File: src/rtl/rstk_pkg.sv
package rstk_pkg;

    typedef enum logic [1:0] {
        FILL_EMPTY = 2'b00,
        FILL_PART  = 2'b01,
        FILL_FULL  = 2'b10
    } fill_e;

    typedef enum logic [1:0] {
        ACT_IDLE = 2'b00,
        ACT_PUSH = 2'b01,
        ACT_POP  = 2'b10,
        ACT_SWAP = 2'b11
    } act_e;

    typedef struct packed {
        act_e act;
        logic ovf;
        logic unf;
    } dec_t;

    function automatic fill_e fill_of(input logic empty, input logic full);
        if (empty)     return FILL_EMPTY;
        else if (full) return FILL_FULL;
        else           return FILL_PART;
    endfunction

endpackage

File: src/rtl/rstk_ctrl.sv
module rstk_ctrl
    import rstk_pkg::*;
(
    input  logic clear_i,
    input  logic push_i,
    input  logic pop_i,
    input  logic empty_i,
    input  logic full_i,
    output dec_t dec_o
);

    // Underflow has priority over everything except clear; a paired
    // push/pop never overflows because the pop frees the slot first.
    always_comb begin
        dec_o = '{act: ACT_IDLE, ovf: 1'b0, unf: 1'b0};
        if (clear_i) begin
            dec_o.act = ACT_IDLE;
        end else if (pop_i && empty_i) begin
            dec_o.unf = 1'b1;
        end else if (push_i && pop_i) begin
            dec_o.act = ACT_SWAP;
        end else if (push_i && full_i) begin
            dec_o.ovf = 1'b1;
        end else if (push_i) begin
            dec_o.act = ACT_PUSH;
        end else if (pop_i) begin
            dec_o.act = ACT_POP;
        end
    end

endmodule

File: src/rtl/rstk_mem.sv
module rstk_mem
    import rstk_pkg::*;
#(
    parameter int DEPTH = 8,
    parameter int WIDTH = 32
) (
    input  logic             clk_i,
    input  logic             rst_i,
    input  logic             clear_i,
    input  act_e             act_i,
    input  logic [WIDTH-1:0] wdata_i,
    output logic [WIDTH-1:0] top_o,
    output logic             empty_o,
    output logic             full_o
);

    localparam int CW = $clog2(DEPTH + 1);
    localparam int IW = (DEPTH > 1) ? $clog2(DEPTH) : 1;

    logic [CW-1:0]    count_q;
    logic [WIDTH-1:0] ent_q [DEPTH];
    logic [IW-1:0]    top_idx;
    logic [IW-1:0]    wr_idx;
    logic             wr_en;

    assign empty_o = (count_q == '0);
    assign full_o  = (count_q == CW'(DEPTH));
    assign top_idx = IW'(count_q - CW'(1));
    assign wr_idx  = (act_i == ACT_PUSH) ? IW'(count_q) : top_idx;
    assign wr_en   = (act_i == ACT_PUSH) || (act_i == ACT_SWAP);
    assign top_o   = empty_o ? '0 : ent_q[top_idx];

    always_ff @(posedge clk_i) begin
        if (rst_i || clear_i) begin
            count_q <= '0;
        end else begin
            case (act_i)
                ACT_PUSH: count_q <= count_q + CW'(1);
                ACT_POP:  count_q <= count_q - CW'(1);
                default:  count_q <= count_q;
            endcase
        end
    end

    for (genvar g = 0; g < DEPTH; g++) begin : g_ent
        always_ff @(posedge clk_i) begin
            if (rst_i) begin
                ent_q[g] <= '0;
            end else if (wr_en && !clear_i && (wr_idx == IW'(g))) begin
                ent_q[g] <= wdata_i;
            end
        end
    end

    // a granted push grows the depth by exactly one
    p_push_grows_r2: assert property (@(posedge clk_i) disable iff (rst_i)
        (act_i == ACT_PUSH && !clear_i) |=> (count_q == $past(count_q) + CW'(1)));

    // a swap keeps the depth
    p_swap_keeps_depth_r4: assert property (@(posedge clk_i) disable iff (rst_i)
        (act_i == ACT_SWAP && !clear_i) |=> $stable(count_q));

    // depth never exceeds the bound
    p_depth_bound_r6: assert property (@(posedge clk_i) disable iff (rst_i)
        count_q <= CW'(DEPTH));

    // clear empties the store
    p_clear_empties_r10: assert property (@(posedge clk_i) disable iff (rst_i)
        clear_i |=> empty_o);

endmodule

File: src/rtl/ret_stack.sv
module ret_stack
    import rstk_pkg::*;
#(
    parameter int DEPTH = 8,
    parameter int WIDTH = 32
) (
    input  logic             clk_i,
    input  logic             rst_i,
    input  logic             clear_i,
    input  logic             push_i,
    input  logic [WIDTH-1:0] wdata_i,
    input  logic             rd_a_i,
    input  logic             rd_b_i,
    output logic [WIDTH-1:0] rdata_o,
    output logic             empty_o,
    output logic             full_o,
    output logic [1:0]       fill_o,
    output logic             ovf_o,
    output logic             unf_o
);

    logic pop_req;
    dec_t dec;

    // Any number of x1 reads in one instruction is one pop.
    assign pop_req = rd_a_i | rd_b_i;

    rstk_ctrl u_ctrl (
        .clear_i (clear_i),
        .push_i  (push_i),
        .pop_i   (pop_req),
        .empty_i (empty_o),
        .full_i  (full_o),
        .dec_o   (dec)
    );

    rstk_mem #(.DEPTH(DEPTH), .WIDTH(WIDTH)) u_mem (
        .clk_i   (clk_i),
        .rst_i   (rst_i),
        .clear_i (clear_i),
        .act_i   (dec.act),
        .wdata_i (wdata_i),
        .top_o   (rdata_o),
        .empty_o (empty_o),
        .full_o  (full_o)
    );

    assign fill_o = fill_of(empty_o, full_o);
    assign ovf_o  = dec.ovf;
    assign unf_o  = dec.unf;

    // the two status bits are exclusive
    p_status_excl_r6: assert property (@(posedge clk_i) disable iff (rst_i)
        $onehot0({empty_o, full_o}));

    // a refused push leaves the stack untouched
    p_no_overflow_r7: assert property (@(posedge clk_i) disable iff (rst_i)
        ovf_o |=> (full_o && $stable(rdata_o)));

    // a refused pop leaves the stack empty
    p_no_underflow_r8: assert property (@(posedge clk_i) disable iff (rst_i)
        unf_o |=> empty_o);

    // paired push and pop on a full stack is not an overflow
    p_full_swap_r9: assert property (@(posedge clk_i) disable iff (rst_i)
        (full_o && push_i && pop_req) |-> !ovf_o);

    // clear suppresses both error flags
    p_clear_quiet_r10: assert property (@(posedge clk_i) disable iff (rst_i)
        clear_i |-> !(ovf_o || unf_o));

endmodule

File: config.mk
export PLATFORM = sky130hd
export DESIGN_NAME = ret_stack
export DESIGN_NICKNAME = d
export VERILOG_FILES = /design/src/rtl/rstk_pkg.sv /design/src/rtl/rstk_ctrl.sv /design/src/rtl/rstk_mem.sv /design/src/rtl/ret_stack.sv
export SDC_FILE = /design/constraint.sdc
export NUM_CORES = 1
export LEC_CHECK = 0
export BUFFER_PORTS_ARGS = -buffer_cell sky130_fd_sc_hd__buf_4
export CAP_MARGIN = 20
export CORE_MARGIN = 5
export CORE_UTILIZATION = 55
export DETAILED_ROUTE_END_ITERATION = 12
export GPL_TIMING_DRIVEN = 1
export PLACE_DENSITY = 0.8
export SLEW_MARGIN = 20
export SYNTH_ARGS = -nofsm -noshare
export SYNTH_HDL_FRONTEND = slang
export SYNTH_SLANG_ARGS = --single-unit
File: constraint.sdc
create_clock -name clk_i -period 5.75 [get_ports clk_i]
set_clock_uncertainty 0.05 [all_clocks]
set_input_delay 0.575 -clock clk_i [delete_from_list [all_inputs] [get_ports clk_i]]
set_output_delay 0.575 -clock clk_i [all_outputs]
set_load 0.1 [all_outputs]
==> out/qor.txt, run 1 <==
cell taking the most area after synthesis: edfxtp_1
Clock Root Buffer: clkbuf_16
CTS Sinks: 260
initial antenna violation count: 0
FFs w/ async S/R, synth: 0%
status: completed
setup bufs post-CTS: 0
Tmin final: 4.69 ns
Core Util, Final: 62.9%
CTS Buffer Depth: 3
share of the synthesized area in the top cell type: 63.0%
# DRC: 0
CP Capture Type: register
Site Rows: 54
clock latency on the worst-skew pair: 0.53 ns
Critical Path Start Type: register
Final Hold Vio Count: 0
Pwr per Cell Area: 300 nW/um2
slew margin rel.: 34.6%
Iter 0 DRT Violations: 659
Cell Area, Synth: 12200 um2
CTS resizes: 0
largest net degree at the start of global routing: 81
Top Usage Layer GRT: met2
crit path max fanout: 17
setup_tns: 0 ns
WHS: 0.241 ns
final net count: 1076
number of max-cap violations: 0
Num CTS Buffers: 26
Arr. time, crit path: 4.85 ns
met3 usage: 3.34%
P_leak: 4.50 nW
Post-Syn Instances: 988
CP max stage cell: a21o_1
Final setup viols: 0
Slew Limit Fails: 0
total power: 4.12 mW
Avg Cell Area, Syn: 12.4 um2
Synth warnings: 0
critical path required time: 5.91 ns
die height: 159 um
I/O pin count: 76
flops & latches, synth: 260
drt total wl: 28.5 mm
fin crit share: 81.5%
commonest register cell after synthesis: edfxtp_1
crit-path leading delay family: compound AO/OA/AOI/OAI gates
clk slew on worst S/H paths: 0.06 ns
via count: 7987
Synth cell types: 44
syn nets: 1030
Final GP Congestion: 0.782
number of enable flip-flop cells after synthesis: 256
drt pass-1 iters: 6
DRT antenna net count: 0
core footprint: 21800 um2
Synth area leaders: edfxtp_1, mux2i_1, nor2_1
Area Overhead vs Synth: 12.4%
vias in the first global route: 8433
Antenna Cells: 0
Port Buffer Count: 75
starting density of the core: 55.9%
most frequent CP cell: inv_1
total grt overflow: 0
DR vias/cell: 6.00
hold_buf cts: 0
DP Wirelength: 16.3 mm
H-Tree Depth: 1
count leader, synth: edfxtp_1
worst vdd ir: 0.237 mV
met1 Use GR: 29.1%
die area: 25300 um2
Slew @ Worst Pin: 0.981 ns
HP Class: in2reg
cell chain of the critical path: inv_1 > ha_4 > nand2b_1 > o31ai_2 > inv_1 > ha_1 > or4b_1 > nand3_2 > a21o_1 > buf_4
Worst path max stage delay: 0.74 ns
WL/cell: 21.4 um
CTS tree: built
GR Util met2: 38.9%
die width: 159 um
register area share after synthesis: 63.6%
Synth top cells by count: edfxtp_1, nor2_1, mux2i_1
unrepaired setup endpoints after global routing: false
share of cells above drive strength 1: 20.0%
Total Routing Usage GR: 22.3%
first-pass GRT wire length: 45.7 mm
Crit Path Class: reg2reg
fmax: 213 MHz
WP buf/inv: 3
## worst reg2reg max path: stages, from the launching register on
cell	delay, ns
dfxtp_1	0.49
inv_1	0.24
ha_4	0.24
nand2b_1	0.24
o31ai_2	0.71
inv_1	0.10
ha_1	0.44
or4b_1	0.57
nand3_2	0.13
a21o_1	0.74
buf_4	0.41
## logic make-up (layout without fill, tap and decap cells)
family	count (synthesis)	after routing	share of synthesized area [%]
AND/OR/NAND/NOR	426	426	16.7
multiplexers	129	129	10.6
flip-flops	260	260	63.6
XOR/XNOR	7	7	0.564
AO/OA/AOI/OAI	78	78	4.29
buffers and inverters	84	148	3.87
adder cells (fa/ha/maj)	4	4	0.410
## per-layer routing
metal	vias to the layer above	part of all wire, %
met5	-	0
met4	0	2.7
met3	66	6.7
met2	344	51
met1	3920	40
li1	3657	-
## placed cells by master (no fill, tap or decap), types with 2 or more instances in the layout
cell type,instances
edfxtp_1,256
nor2_1,203
mux2i_1,129
buf_4,94
nand3_1,66
nor2_2,62
nand2_1,33
a21oi_1,33
and3_1,33
a22oi_1,32
clkbuf_16,26
clkinv_2,7
inv_1,6
a21o_1,6
nor3_1,5
clkbuf_1,5
clkinv_1,4
dfxtp_1,4
xnor2_1,3
or4b_1,3
nand4bb_1,3
ha_1,3
and2_1,2
o31ai_4,2
nand2_4,2
xor2_1,2
buf_12,2
## stage by stage
step	setup WS, ns	cell area [um2]	instances
after CTS	1.03	13700	1332
final	1.06	13700	1332
after floorplan	0.141	12200	988
after detailed placement	1.04	12900	1286
after global placement	1.19	12900	1286
after global routing	0.741	13700	1332
## layout make-up
class                      instances  area, um2
clock buffer                      31        669
clock inverter                    15        113
fill                            1658       8100
inverter                           6       22.5
multi-input combinational        644       4060
sequential                       260       7770
tap                              280        350
timing repair buffer              96        746
## sequential cells by signal, summed over array words and instances, names as in the netlist
register,cells
u_mem.count_q,4
u_mem.ent_q,256
## final timing paths
kind,from,to,slack (ns),depth (start not counted)
max,u_mem.count_q[0],u_mem.ent_q[6][29],1.06,10
min,clear_i,u_mem.count_q[0],0.24,2
max reg2reg,u_mem.count_q[0],u_mem.ent_q[6][29],1.06,10
min reg2reg,u_mem.count_q[1],u_mem.count_q[1],0.61,2
## where the power goes
part | switching (mW) | total [mW] | internal (mW)
Clock | 0.686 | 1.56 | 0.876
Combinational | 0.277 | 0.388 | 0.111
Sequential | 0.0213 | 2.17 | 2.15
Power figures use the tool's default switching activity.
==> run 2, diff against run 1 <==
--- a/config.mk
+++ b/config.mk
@@ -11,7 +11,7 @@
 export CORE_UTILIZATION = 55
 export DETAILED_ROUTE_END_ITERATION = 12
 export GPL_TIMING_DRIVEN = 1
-export PLACE_DENSITY = 0.8
+export PLACE_DENSITY = 0.83
 export SLEW_MARGIN = 20
 export SYNTH_ARGS = -nofsm -noshare
 export SYNTH_HDL_FRONTEND = slang
==> constraint.sdc (replaced) <==
create_clock -name clk_i -period 4.1 [get_ports clk_i]
set_clock_uncertainty 0.05 [all_clocks]
set_input_delay 0.41 -clock clk_i [delete_from_list [all_inputs] [get_ports clk_i]]
set_output_delay 0.41 -clock clk_i [all_outputs]
set_load 0.1 [all_outputs]
==> out/qor.txt, run 2 (same netlist as run 1, synthesis figures left out) <==
status: completed
setup bufs post-CTS: 0 (unchanged)
Critical Path Start Type: register
fin crit share: 90.5% (+9.0 points)
DP Wirelength: 17.2 mm (+5.1%)
share of cells above drive strength 1: 21.1% (+1.1 points)
pre-CTS setup slack: 0.426 ns (-0.615 ns)
cell internal pwr: 4.45 mW (+42%)
most frequent cells in the layout: edfxtp_1, nor2_1, mux2i_1
final net count: 1093 (+1.6%)
total grt overflow: 0 (unchanged)
Port Buffer Count: 75 (unchanged)
Hold Path Stages: 2 (unchanged)
Clock Root Buffer: clkbuf_16
Final Hold Vio Count: 0 (unchanged)
power share of the clock group: 38.3% (+0.4 points)
die area: 25300 um2 (unchanged)
Arr. time, crit path: 3.93 ns (-0.92 ns)
Site Rows: 54 (unchanged)
setup_tns: 0 ns (unchanged)
number of max-cap violations: 0 (unchanged)
Slew Limit Fails: 0 (unchanged)
CTS tree: built
WL/cell: 21.9 um (+2.1%)
final cell count without fillers: 1347 (+1.1%)
Sequential Power Share: 52.0% (-0.7 points)
cells on worst reg2reg path: 13 (+3)
drt total wl: 29.5 mm (+3.2%)
I/O pin count: 76 (unchanged)
CP Capture Type: register
# DRC: 0 (unchanged)
DRT antenna net count: 0 (unchanged)
DR vias/cell: 6.09 (+1.6%)
Total Routing Usage GR: 22.9% (+0.60 points)
crit path max fanout: 28 (+11)
power share of the combinational group: 9.8% (+0.4 points)
worst vdd ir: 0.325 mV (+37%)
Slew @ Worst Pin: 0.763 ns (-0.218 ns)
Antenna Cells: 0 (unchanged)
clk slew on worst S/H paths: 0.06 ns (about the same)
die width: 159 um (unchanged)
initial antenna violation count: 0 (unchanged)
largest net degree at the start of global routing: 66 (-19%)
Tmin final: 3.71 ns (-0.978 ns)
Crit Path Class: reg2reg
core footprint: 21800 um2 (unchanged)
Fill cells: 1578 (-4.8%)
clock latency on the worst-skew pair: 0.52 ns (about the same)
HP Class: in2reg
commonest non-fill, non-tap cell in the layout: edfxtp_1
critical path required time: 4.32 ns (-1.59 ns)
NetSw: 1.40 mW (+42%)
unrepaired setup endpoints after global routing: false
sequential cell area: 7770 um2 (unchanged)
Final setup viols: 0 (unchanged)
starting density of the core: 55.9% (unchanged)
H-Tree Depth: 1 (unchanged)
slew margin rel.: 49.1% (+15 points)
Iter 0 DRT Violations: 803 (+22%)
Num CTS Buffers: 27 (+3.8%)
P_leak: 4.62 nW (+2.7%)
first-pass GRT wire length: 46.9 mm (+2.7%)
vias in the first global route: 8579 (+1.7%)
Sw Share: 24.0% (+0.063 points)
DP Cell Count: 1302 (+1.2%)
die height: 159 um (unchanged)
Area Overhead vs Synth: 14.4%
final setup margin: 0.391 ns (-0.672 ns)
CTS Sinks: 260 (unchanged)
leading registers by flop count: u_mem.ent_q (256), u_mem.count_q (4)
drt pass-1 iters: 5 (-1)
Multi-input gate area: 4060 um2 (+0.15%)
Largest Register: u_mem.ent_q
Final GP Congestion: 0.750 (-4.1%)
Pwr per Cell Area: 419 nW/um2 (+40%)
CTS resizes: 0 (unchanged)
via count: 8209 (+2.8%)
CTS Buffer Depth: 3 (unchanged)
max FFs per register: 256 (unchanged)
fmax: 270 MHz (+26%)
hold_buf cts: 0 (unchanged)
## run 2: power by group through the flow
stage	logic (mW)	clock network [mW]	registers, mW
global route	0.603	2.37	3.05
CTS	0.569	2.25	3.04
detailed placement	0.567	0	3.10
floorplan	0.381	0	3.09
finish	0.571	2.24	3.04
global placement	0.556	0	3.09
## run 2: final timing paths
path | from | to | slack, ns
setup / recovery | u_mem.count_q[1] | u_mem.ent_q[1][28] | 0.39
hold / removal | clear_i | u_mem.count_q[3] | 0.08
setup reg to reg | u_mem.count_q[1] | u_mem.ent_q[1][28] | 0.39
hold reg to reg | u_mem.count_q[3] | u_mem.count_q[3] | 0.61
## run 2: layer usage
metal | vias to the layer above | wire (um) | part of all wire, % | GRT usage [%]
li1 | 3687 | - | - | -
met1 | 4054 | 11200 | 38 | 29.3
met2 | 407 | 15100 | 51 | 40.1
met3 | 61 | 2260 | 7.7 | 3.70
met4 | 0 | 862 | 2.9 | 7.33
met5 | - | 0 | 0 | 0
## run 2: critical path, cell delays in order, from the launching register on
cell,delay (ns)
dfxtp_1,0.46
inv_1,0.13
ha_4,0.21
nand2b_1,0.29
o31ai_2,0.12
buf_4,0.18
inv_1,0.06
ha_1,0.54
and4b_1,0.27
nor3_1,0.18
buf_4,0.17
nand2b_2,0.44
buf_12,0.26
nor2_1,0.07
## run 2: final cells by class
| type | count | share of cell area (%) |
|---|---|---|
| timing repair buffer | 112 | 7.00 |
| tap | 280 | 2.51 |
| sequential | 260 | 55.6 |
| clock buffer | 34 | 5.03 |
| multi-input combinational | 644 | 29.1 |
| inverter | 6 | 0.161 |
| clock inverter | 11 | 0.600 |
## run 2: per-stage QoR
step	hold WS (ns)	utilization (%)	total power [mW]	cell area, um2
finish	0.0810	64.0	5.86	14000
detailed placement	0.598	60.4	3.66	13200
global route	0.0745	64.0	6.03	14000
floorplan	0.437	-	3.47	12200
CTS	0.0670	64.0	5.86	14000
global placement	0.556	60.4	3.64	13200
